### config.mk
export PLATFORM = sky130hd
export DESIGN_NAME = invq_fetcher
export DESIGN_NICKNAME = d
export VERILOG_FILES = /design/src/rtl/invq_pkg.sv /design/src/rtl/invq_regs.sv /design/src/rtl/invq_head.sv /design/src/rtl/invq_fsm.sv /design/src/rtl/invq_fetcher.sv
export SDC_FILE = /design/constraint.sdc
export NUM_CORES = 1
export LEC_CHECK = 0
export CAP_MARGIN = 20
export CORE_AREA = 2 2 176 178
export CTS_BUF_LIST = sky130_fd_sc_hd__clkbuf_16
export DETAILED_ROUTE_END_ITERATION = 16
export DIE_AREA = 0 0 178 180
export DONT_BUFFER_PORTS = 1
export GPL_ROUTABILITY_DRIVEN = 1
export HOLD_SLACK_MARGIN = 0.1
export SLEW_MARGIN = 10
export SYNTH_ARGS = -nofsm -noshare
export SYNTH_HDL_FRONTEND = slang
export SYNTH_SLANG_ARGS = --single-unit
### constraint.sdc
create_clock -name clk -period 2.7 [get_ports clk]
set_clock_uncertainty 0.1 [all_clocks]
set_input_delay 0.405 -clock clk [delete_from_list [all_inputs] [get_ports clk]]
set_output_delay 0.405 -clock clk [all_outputs]
set_load 0.05 [all_outputs]
### src/rtl/invq_pkg.sv
package invq_pkg;

  localparam int WORD_W    = 64;
  localparam int DSC_W     = 2 * WORD_W;
  localparam int TYPE_W    = 4;
  localparam int ENT_SH    = 4;
  localparam int PAGE_SH   = 12;
  localparam int QS_W      = 3;
  localparam int QS_BASE   = 8;
  localparam int TYPE_LO   = 1;
  localparam int TYPE_HI   = 5;

  typedef enum logic [1:0] {
    FS_IDLE = 2'd0,
    FS_REQ  = 2'd1,
    FS_WAIT = 2'd2,
    FS_SEND = 2'd3
  } fetch_st_e;

  typedef enum logic [1:0] {
    RS_QADDR = 2'd0,
    RS_TAIL  = 2'd1,
    RS_CTRL  = 2'd2,
    RS_STAT  = 2'd3
  } reg_sel_e;

  typedef struct packed {
    logic [WORD_W-1:0] hi;
    logic [WORD_W-1:0] lo;
  } dsc_t;

  function automatic logic type_ok(input logic [TYPE_W-1:0] t);
    return (t >= TYPE_W'(TYPE_LO)) && (t <= TYPE_W'(TYPE_HI));
  endfunction

endpackage

### src/rtl/invq_regs.sv
module invq_regs
  import invq_pkg::*;
#(
  parameter int ADDR_W = 48,
  parameter int MAX_QS = 7,
  localparam int IDX_W = MAX_QS + QS_BASE,
  localparam int OFF_W = IDX_W + ENT_SH
) (
  input  logic              clk,
  input  logic              rst_n,
  input  logic              reg_wr,
  input  logic [1:0]        reg_sel,
  input  logic [WORD_W-1:0] reg_wdata,
  input  logic              fault_set,
  output logic [ADDR_W-1:0] base_addr,
  output logic [IDX_W-1:0]  idx_mask,
  output logic              ring_clr,
  output logic [IDX_W-1:0]  tail_idx,
  output logic              q_en,
  output logic              fault
);

  logic [ADDR_W-PAGE_SH-1:0] base_q;
  logic [QS_W-1:0]           qs_q;
  logic [QS_W-1:0]           qs_in;
  logic [IDX_W-1:0]          tail_q;
  logic                      en_q;
  logic                      fault_q;
  logic                      wr_qaddr, wr_tail, wr_ctrl, fault_clr;
  logic                      unused_wdata;

  assign wr_qaddr  = reg_wr && (reg_sel == RS_QADDR);
  assign wr_tail   = reg_wr && (reg_sel == RS_TAIL);
  assign wr_ctrl   = reg_wr && (reg_sel == RS_CTRL);
  assign fault_clr = reg_wr && (reg_sel == RS_STAT) && reg_wdata[0];

  assign qs_in = (reg_wdata[QS_W-1:0] > QS_W'(MAX_QS)) ? QS_W'(MAX_QS)
                                                       : reg_wdata[QS_W-1:0];

  assign unused_wdata = ^{reg_wdata[WORD_W-1:ADDR_W], reg_wdata[PAGE_SH-1:QS_W],
                          reg_wdata[ENT_SH-1:0], reg_wdata[WORD_W-1:OFF_W]};

  always_ff @(posedge clk) begin
    if (!rst_n) begin
      base_q  <= '0;
      qs_q    <= '0;
      tail_q  <= '0;
      en_q    <= 1'b0;
      fault_q <= 1'b0;
    end else begin
      if (wr_qaddr) begin
        base_q <= reg_wdata[ADDR_W-1:PAGE_SH];
        qs_q   <= qs_in;
        tail_q <= '0;
      end else if (wr_tail) begin
        tail_q <= reg_wdata[OFF_W-1:ENT_SH] & idx_mask;
      end
      if (wr_ctrl) en_q <= reg_wdata[0];
      if (fault_set)      fault_q <= 1'b1;
      else if (fault_clr) fault_q <= 1'b0;
    end
  end

  // ring-size mask, one bit per index position
  for (genvar g = 0; g < IDX_W; g++) begin : g_mask
    assign idx_mask[g] = (g < (int'(qs_q) + QS_BASE));
  end

  assign base_addr = {base_q, {PAGE_SH{1'b0}}};
  assign ring_clr  = wr_qaddr;
  assign tail_idx  = tail_q;
  assign q_en      = en_q;
  assign fault     = fault_q;


  fault_sticky_chk: assert property (@(posedge clk) disable iff (!rst_n)
    $past(fault_q) && !$past(fault_clr) |-> fault_q);


  fault_rise_chk: assert property (@(posedge clk) disable iff (!rst_n)
    $rose(fault_q) |-> $past(fault_set));


  tail_in_ring_chk: assert property (@(posedge clk) disable iff (!rst_n)
    $past(wr_tail) && !$past(wr_qaddr) |-> (tail_q & ~$past(idx_mask)) == '0);

endmodule

### src/rtl/invq_head.sv
module invq_head
  import invq_pkg::*;
#(
  parameter int ADDR_W = 48,
  parameter int MAX_QS = 7,
  localparam int IDX_W = MAX_QS + QS_BASE,
  localparam int OFF_W = IDX_W + ENT_SH
) (
  input  logic              clk,
  input  logic              rst_n,
  input  logic              ring_clr,
  input  logic              adv,
  input  logic [IDX_W-1:0]  idx_mask,
  input  logic [ADDR_W-1:0] base_addr,
  output logic [IDX_W-1:0]  head_idx,
  output logic [OFF_W-1:0]  head_off,
  output logic [ADDR_W-1:0] rd_addr
);

  logic [IDX_W-1:0] head_q;
  logic [IDX_W-1:0] head_inc;

  assign head_inc = (head_q + 1'b1) & idx_mask;

  always_ff @(posedge clk) begin
    if (!rst_n)        head_q <= '0;
    else if (ring_clr) head_q <= '0;
    else if (adv)      head_q <= head_inc;
  end

  assign head_idx = head_q;
  assign head_off = {head_q, {ENT_SH{1'b0}}};
  assign rd_addr  = base_addr + ADDR_W'(head_off);


  head_step_chk: assert property (@(posedge clk) disable iff (!rst_n)
    (head_q != $past(head_q)) && !$past(ring_clr)
      |-> head_q == (($past(head_q) + 1'b1) & $past(idx_mask)));


  head_hold_chk: assert property (@(posedge clk) disable iff (!rst_n)
    !$past(adv) && !$past(ring_clr) |-> $stable(head_q));

endmodule

### src/rtl/invq_fsm.sv
module invq_fsm
  import invq_pkg::*;
#(
  parameter int MAX_QS = 7,
  localparam int IDX_W = MAX_QS + QS_BASE
) (
  input  logic             clk,
  input  logic             rst_n,
  input  logic             q_en,
  input  logic             fault,
  input  logic [IDX_W-1:0] head_idx,
  input  logic [IDX_W-1:0] tail_idx,
  input  logic             mem_req_rdy,
  input  logic             mem_rsp_vld,
  input  logic [DSC_W-1:0] mem_rsp_data,
  input  logic             dsc_ready,
  output logic             mem_req,
  output logic             dsc_valid,
  output dsc_t             dsc_out,
  output logic             fault_set,
  output logic             adv
);

  fetch_st_e st_q, st_n;
  dsc_t      dsc_q;
  dsc_t      rsp;
  logic      can_go;
  logic      rsp_take;

  assign rsp      = dsc_t'(mem_rsp_data);
  assign can_go   = q_en && !fault && (head_idx != tail_idx);
  assign rsp_take = (st_q == FS_WAIT) && mem_rsp_vld;

  always_comb begin
    st_n = st_q;
    unique case (st_q)
      FS_IDLE: if (can_go)      st_n = FS_REQ;
      FS_REQ:  if (mem_req_rdy) st_n = FS_WAIT;
      FS_WAIT: if (mem_rsp_vld) st_n = type_ok(rsp.lo[TYPE_W-1:0]) ? FS_SEND : FS_IDLE;
      FS_SEND: if (dsc_ready)   st_n = FS_IDLE;
      default:                  st_n = FS_IDLE;
    endcase
  end

  always_ff @(posedge clk) begin
    if (!rst_n) begin
      st_q  <= FS_IDLE;
      dsc_q <= '0;
    end else begin
      st_q <= st_n;
      if (rsp_take) dsc_q <= rsp;
    end
  end

  assign mem_req   = (st_q == FS_REQ);
  assign dsc_valid = (st_q == FS_SEND);
  assign dsc_out   = dsc_q;
  assign fault_set = rsp_take && !type_ok(rsp.lo[TYPE_W-1:0]);
  assign adv       = (st_q == FS_SEND) && dsc_ready;


  req_hold_chk: assert property (@(posedge clk) disable iff (!rst_n)
    mem_req && !mem_req_rdy |=> mem_req);


  dsc_hold_chk: assert property (@(posedge clk) disable iff (!rst_n)
    dsc_valid && !dsc_ready |=> dsc_valid && $stable(dsc_q));


  legal_out_chk: assert property (@(posedge clk) disable iff (!rst_n)
    dsc_valid |-> type_ok(dsc_q.lo[TYPE_W-1:0]));


  frozen_chk: assert property (@(posedge clk) disable iff (!rst_n)
    fault |-> !mem_req && !dsc_valid);


  one_read_chk: assert property (@(posedge clk) disable iff (!rst_n)
    mem_req && mem_req_rdy |=> !mem_req);

endmodule

### src/rtl/invq_fetcher.sv
module invq_fetcher
  import invq_pkg::*;
#(
  parameter int ADDR_W = 48,
  parameter int MAX_QS = 7,
  localparam int IDX_W = MAX_QS + QS_BASE,
  localparam int OFF_W = IDX_W + ENT_SH
) (
  input  logic              clk,
  input  logic              rst_n,
  input  logic              reg_wr,
  input  logic [1:0]        reg_sel,
  input  logic [63:0]       reg_wdata,
  output logic [OFF_W-1:0]  head_off,
  output logic [OFF_W-1:0]  tail_off,
  output logic              fault,
  output logic              mem_req,
  input  logic              mem_req_rdy,
  output logic [ADDR_W-1:0] mem_addr,
  input  logic              mem_rsp_vld,
  input  logic [127:0]      mem_rsp_data,
  output logic              dsc_valid,
  input  logic              dsc_ready,
  output logic [3:0]        dsc_type,
  output logic [63:0]       dsc_lo,
  output logic [63:0]       dsc_hi
);

  logic [ADDR_W-1:0] base_addr;
  logic [IDX_W-1:0]  idx_mask;
  logic [IDX_W-1:0]  tail_idx;
  logic [IDX_W-1:0]  head_idx;
  logic              ring_clr, q_en, fault_set, adv;
  dsc_t              dsc_out;

  invq_regs #(.ADDR_W(ADDR_W), .MAX_QS(MAX_QS)) u_regs (
    .clk       (clk),
    .rst_n     (rst_n),
    .reg_wr    (reg_wr),
    .reg_sel   (reg_sel),
    .reg_wdata (reg_wdata),
    .fault_set (fault_set),
    .base_addr (base_addr),
    .idx_mask  (idx_mask),
    .ring_clr  (ring_clr),
    .tail_idx  (tail_idx),
    .q_en      (q_en),
    .fault     (fault)
  );

  invq_head #(.ADDR_W(ADDR_W), .MAX_QS(MAX_QS)) u_head (
    .clk       (clk),
    .rst_n     (rst_n),
    .ring_clr  (ring_clr),
    .adv       (adv),
    .idx_mask  (idx_mask),
    .base_addr (base_addr),
    .head_idx  (head_idx),
    .head_off  (head_off),
    .rd_addr   (mem_addr)
  );

  invq_fsm #(.MAX_QS(MAX_QS)) u_fsm (
    .clk          (clk),
    .rst_n        (rst_n),
    .q_en         (q_en),
    .fault        (fault),
    .head_idx     (head_idx),
    .tail_idx     (tail_idx),
    .mem_req_rdy  (mem_req_rdy),
    .mem_rsp_vld  (mem_rsp_vld),
    .mem_rsp_data (mem_rsp_data),
    .dsc_ready    (dsc_ready),
    .mem_req      (mem_req),
    .dsc_valid    (dsc_valid),
    .dsc_out      (dsc_out),
    .fault_set    (fault_set),
    .adv          (adv)
  );

  assign tail_off = {tail_idx, {ENT_SH{1'b0}}};
  assign dsc_lo   = dsc_out.lo;
  assign dsc_hi   = dsc_out.hi;
  assign dsc_type = dsc_out.lo[TYPE_W-1:0];


  ring_clr_chk: assert property (@(posedge clk) disable iff (!rst_n)
    $past(ring_clr) |-> head_off == '0 && tail_off == '0);

endmodule

==> results of run 1 <==
[through the flow]
step,std cells,hold WS [ns],instance area [um^2]
2_1_floorplan,1089,0.347,9370
3_3_place_gp,1483,0.355,10400
3_5_place_dp,1483,0.364,10400
[logic make-up after synthesis]
logic type      Yosys count  share of synthesized area [%]
compound gates          215                           17.3
fa+ha+maj                 9                           1.35
flops                   201                           45.2
buf+inv                 102                           6.10
mux                       1                          0.113
other cells               1                         0.0422
xor+xnor                 62                           6.10
simple gates            487                           23.7
[synth_stat cells, types with 5 or more instances]
cell	count
and3_1	9
buf_4	24
buf_2	37
nor2_1	25
nand3_1	18
nor3_1	7
inv_1	8
xnor2_1	48
xor2_1	14
nand2_1	375
dfxtp_1	201
ha_1	8
a21oi_1	26
a21boi_0	163
clkbuf_1	28
o211ai_1	5
nand4_1	20
==> run summary, run 1 <==
The congestion estimate from routability-driven global placement came to 0.828. The terminating stage of the flow was 4_1_cts. Yosys attributes the largest share of cell area to dfxtp_1 45%, nand2_1 16%, a21boi_0 14%, xnor2_1 4.7%, buf_2 2.1%. The average cell area after synthesis is 8.25 um^2. The tool reported: "[ERROR RSZ-0060] Max buffer count reached". Counting flops and latches in the post-synthesis netlist gives 201. Counting the buffers created by CTS gives 24.

The floorplan step set the die width to 178 um. The pre-CTS setup slack is -0.0882 ns. The count of input and output buffers came out at 0. The top cell type by area accounts for 45.2% of the synthesized area. The number of setup buffers added after CTS is 13.

Yosys mapped a number of flops with a built-in enable equal to 0. After floorplanning, the core was divided into 64 placement rows. For this run, the leading register cell type out of synthesis is dfxtp_1.

The most area-hungry cell type in the Yosys netlist is dfxtp_1. The number of distinct library cell variants in the gate-level netlist after synthesis came out at 54. The H-tree depth is 1.

The starting density of the core came out at 29.5%. The tools report the number of resized instances in the post-cts repair step as 65. The longest clock path from root to sink contains 3 buffers. The cell count after synthesis came out at 1078. In this run the clock root is driven by a clkbuf_16. The cell area that synthesis handed to floorplanning was 8900 um^2.

The run stopped with a tool error. Hold repair after CTS inserted 309 buffers. The y dimension of the die is 180 um, and the share of the yosys chip area belonging to registers is 45.2%.

For this run, the number of Yosys warnings is 0. The clock net sink count was 201. The logs give 421 for the number of I/O pins and 18700 um for the placed wire-length estimate.

Of all flip-flops after synthesis, the portion carrying an async set or reset was 0%.
==> inputs of run 2 (changes only) <==
--- a/config.mk
+++ b/config.mk
@@ -6,13 +6,12 @@
 export NUM_CORES = 1
 export LEC_CHECK = 0
 export CAP_MARGIN = 20
-export CORE_AREA = 2 2 176 178
-export CTS_BUF_LIST = sky130_fd_sc_hd__clkbuf_16
+export CORE_AREA = 2 2 214 216
 export DETAILED_ROUTE_END_ITERATION = 16
-export DIE_AREA = 0 0 178 180
+export DIE_AREA = 0 0 216 218
 export DONT_BUFFER_PORTS = 1
 export GPL_ROUTABILITY_DRIVEN = 1
-export HOLD_SLACK_MARGIN = 0.1
+export PLACE_DENSITY_LB_ADDON = 0.15
 export SLEW_MARGIN = 10
 export SYNTH_ARGS = -nofsm -noshare
 export SYNTH_HDL_FRONTEND = slang
==> run summary, run 2 <==
The run finished, with violations left. The checks that failed: setup timing. Share of synthesized area spent on multiplexers: 0.113% (unchanged). The fraction of the mapped netlist area in compound gates was 17.3% (unchanged). For this run, the total global-route usage over all layers was measured as 13.9%.

Adder-cell share of the synthesized area: 1.35% (unchanged). The class of the most critical hold timing path was primary input to flip-flop. The average vias per placed instance was 4.19; the y dimension of the die was 218 um (+21%).

After routing the design area is 15600 um^2. In this run the remaining antenna-violating nets after routing total 0. By area the synthesized netlist is led by dfxtp_1 45%, nand2_1 16%, a21boi_0 14%, xnor2_1 4.7%, buf_2 2.1%.

The logs give 136 for the maximum number of pins on one net before global-route repair and 0.000393 V for the maximum resistive drop on vdd. The tools report the summed negative setup slack over all endpoints as -11.46 ns. After detailed routing, the met3 layer carries 2910 um of wire.

For this run, the top clock speed supported by timing is 305 MHz. The area growth from synthesis to layout is 74.9%. For the summed instance area of the synthesized netlist, the log shows 8900 um^2 (unchanged). Synthesized netlist cell count: 1078 (unchanged).

In the routed design, unresolved DRC markers number 0. The startpoint type of the worst setup path was a flip-flop. The register with the most flip-flops in the layout has 128 of them.

Excluding fillers, the count of instances in the completed layout stands at 2080. The clock tree buffer depth was 3 (unchanged); the xor and xnor fraction of the mapped netlist area was 6.10% (unchanged). The number of cell rows came out at 78 (+22%). For the clock net sink count, the log shows 201 (unchanged).

The via count was 8725. Main combinational cell family by area after synthesis: simple AND/OR/NAND/NOR gates. The top routing layer in use was met4.

In this run the worst path has a maximum fanout of 6. Data required time of the worst path: 2.19 ns. After detailed routing, the average wire length per cell comes to 16.2 um. The cell chosen for the clock root is clkbuf_16. The number of synthesized flops with an enable pin is 0 (unchanged), and the total overflow reported by the global router is 0. Number of max-cap violations: 0. The run gives 19.8% (-9.7 points) as the starting density of the core. The run gives 1 as the initial antenna violation count. The logs give -0.580 ns for the worst path setup slack after routing and 29 for the number of failing setup endpoints in the final timing report. Setup repair after global routing could not meet its margin everywhere.

The run gives 10800 um^2 (+3.1%) as the post-place instance area. The fraction of the mapped netlist area in simple logic gates was 23.7% (unchanged). For this run, the leading register cell type out of synthesis is dfxtp_1. The count of input and output buffers was 0 (unchanged); the fraction of final layout cells with drive strength greater than 1 was 17.7%. Summed over all nets, wire length on met2 after detailed routing comes to 16200 um. Clock-pin slew of the registers on the worst-case setup and hold paths: 0.05 ns.

The filler cells instantiated in the layout total 4644. The cell area power density works out to 500 nW/um^2. The worst min-delay path startpoint was reg_wdata[0]. The final estimated routing congestion in global placement came out at 0.754 (-9.0%). The number of synthesized register bits is 201 (unchanged). The tools report the number of I/O pins as 421 (unchanged).

The post-route total power came out at 7.78 mW. The startpoint of the worst register-to-register path was u_fsm.st_q[0]$_SDFFE_PN0P_. dfxtp_1 takes more of the synthesized area than any other cell.

The number of antenna diodes in the final layout is 0. The number of placed instances with taps included is 1693 (+14%). Measured against its own limit, the worst slew margin works out to 50.5%. The share of Yosys cell area claimed by the top area cell type came out at 45.2% (unchanged).

The type of the worst setup path is flip-flop to output port. TritonCTS built the clock tree. Hold is met by 0.0316 ns. The total length of routed wires is 33600 um, and the number of warnings printed during yosys synthesis is 0 (unchanged). For the number of nets in the layout, the log shows 1667. The placed wire-length estimate is 21700 um (+16%), and the average cell area after synthesis is 8.25 um^2 (unchanged). The global-route wire length before repair is 52500 um.

The share of async-settable or async-resettable flops after synthesis came out at 0% (unchanged). The max-slew violation count was 0. The library cell used most frequently in the layout, excluding fill and tap cells, is nand2_1. In the finished design, the share of the clock period the worst path needs comes to 121%.

Transition time of the tightest slew-check pin: 0.740 ns. The run gives 9232 as the via count of the first global-routing pass. The library cells used most frequently in the layout, excluding fill and tap cells, are 369 x nand2_1, 313 x dlygate4sd3_1, 190 x dfxtp_1, 163 x a21boi_0, 69 x buf_4. The worst hold path was traced through 3 stages. The number of cells on the worst reg-to-reg path is 6. Share of the yosys chip area belonging to registers: 45.2% (unchanged). Hold violation count in the final report: 0. Data on the critical path arrives at its endpoint at 2.77 ns.

The shortest clock period the worst path allows after layout came out at 3.28 ns. In this run the static leakage power is 6.03 nW. The first routing iteration left 360 violations. After floorplanning, the core was sized to cover 44900 um^2. The worst setup path is captured at an output port. H-tree depth: 1 (unchanged).

The worst register-to-register path ends at u_fsm.dsc_out[32]$_SDFFE_PN0P_. Ranked by instance count, the synthesized netlist is headed by 375 x nand2_1, 201 x dfxtp_1, 163 x a21boi_0. For the worst-skew pair, the clock arrives at the later sink with an insertion delay of 0.55 ns. The number of distinct library cell variants in the gate-level netlist after synthesis was 54 (unchanged); the number of optimization iterations in the first detailed-route pass was 4.

In the final routing, the length of wire on met1 measures 13900 um. The endpoint with the worst hold slack was u_regs.fault$_SDFFE_PN0P_. The register-to-register path setup slack was 0.15 ns. The tools report the number of clock buffers inserted by TritonCTS as 28 (+17%). The die width was 216 um (+21%). For the die area, the log shows 47100 um^2. The most common cell in the synthesized netlist is nand2_1.
[run 2: cell counts after synthesis]
Identical to the previous run, type by type.
[run 2: logic make-up (layout without fill, tap and decap cells)]
logic type / after synthesis / in the layout
compound gates: 215 / 215
xor+xnor: 62 / 62
fa+ha+maj: 9 / 9
buf+inv: 102 / 493
flops: 201 / 201
mux: 1 / 1
other cells: 1 / 12
simple gates: 487 / 487
[run 2: worst max-delay path by stage]
stage                         to  slack [ns]  depth (start not counted)                             from
finish              mem_addr[42]       -0.58                         10    u_regs.base_q[0]$_SDFFE_PN0P_
floorplan           mem_addr[24]       -0.22                          9  u_head.head_idx[9]$_SDFFE_PP0P_
global placement    mem_addr[40]       -0.09                         10    u_regs.base_q[0]$_SDFFE_PN0P_
CTS                 mem_addr[40]       -0.66                         11  u_head.head_idx[8]$_SDFFE_PP0P_
detailed placement  mem_addr[24]       -0.10                         10    u_regs.base_q[0]$_SDFFE_PN0P_
global route        mem_addr[40]       -0.72                         10    u_regs.base_q[0]$_SDFFE_PN0P_
[run 2: routing by layer]
metal | track usage [%] | vias up
li1 | - | 4273
met2 | 24.4 | 313
met1 | 16.4 | 4101
met4 | 2.90 | 0
met5 | 0 | -
met3 | 4.83 | 38
[run 2: layout make-up]
class | instances | area, um^2 | area share (%)
multi-input cells | 786 | 5170 | 33.2
repair buffers | 433 | 4540 | 29.1
flip-flops and latches | 201 | 4050 | 26.0
clock buffers | 41 | 841 | 5.40
well taps | 600 | 751 | 4.82
clock inverters | 11 | 189 | 1.21
inverters | 8 | 30.0 | 0.193
[run 2: repair_timing]
| action | in CTS | in global routing |
|---|---|---|
| resized for setup | 74 | 11 |
| endpoints found under the setup margin | 32 | 32 |
| setup buffers | 17 | 10 |
| pin swaps | 37 | 34 |
| hold buffers | 314 | 0 |
| hold endpoints to repair | 186 | 0 |
| gates cloned | 1 | 0 |
[run 2: per-stage QoR]
step | setup WS [ns] | util [%]
floorplan | -0.219 | -
global placement | -0.0935 | 24.0
detailed placement | -0.103 | 24.0
CTS | -0.664 | 34.6
global route | -0.720 | 34.7
finish | -0.580 | 34.7
[run 2: report_power, final]
group / total [mW] / switching (mW) / internal, mW
sequential: 3.07 / 0.0725 / 3.00
combinational: 0.659 / 0.294 / 0.365
clock: 4.05 / 1.43 / 2.62
total: 7.78 / 1.79 / 5.99
[run 2: critical path, stage by stage, from the launching register on]
cell      delay, ns
dfxtp_2        0.35
ha_4           0.14
inv_2          0.04
fa_2           0.34
nand2b_4       0.15
a21o_1         0.21
a21oi_4        0.20
buf_6          0.17
nand4_1        0.22
xnor2_4        0.24
buf_12         0.16
Power figures use the tool's default switching activity.
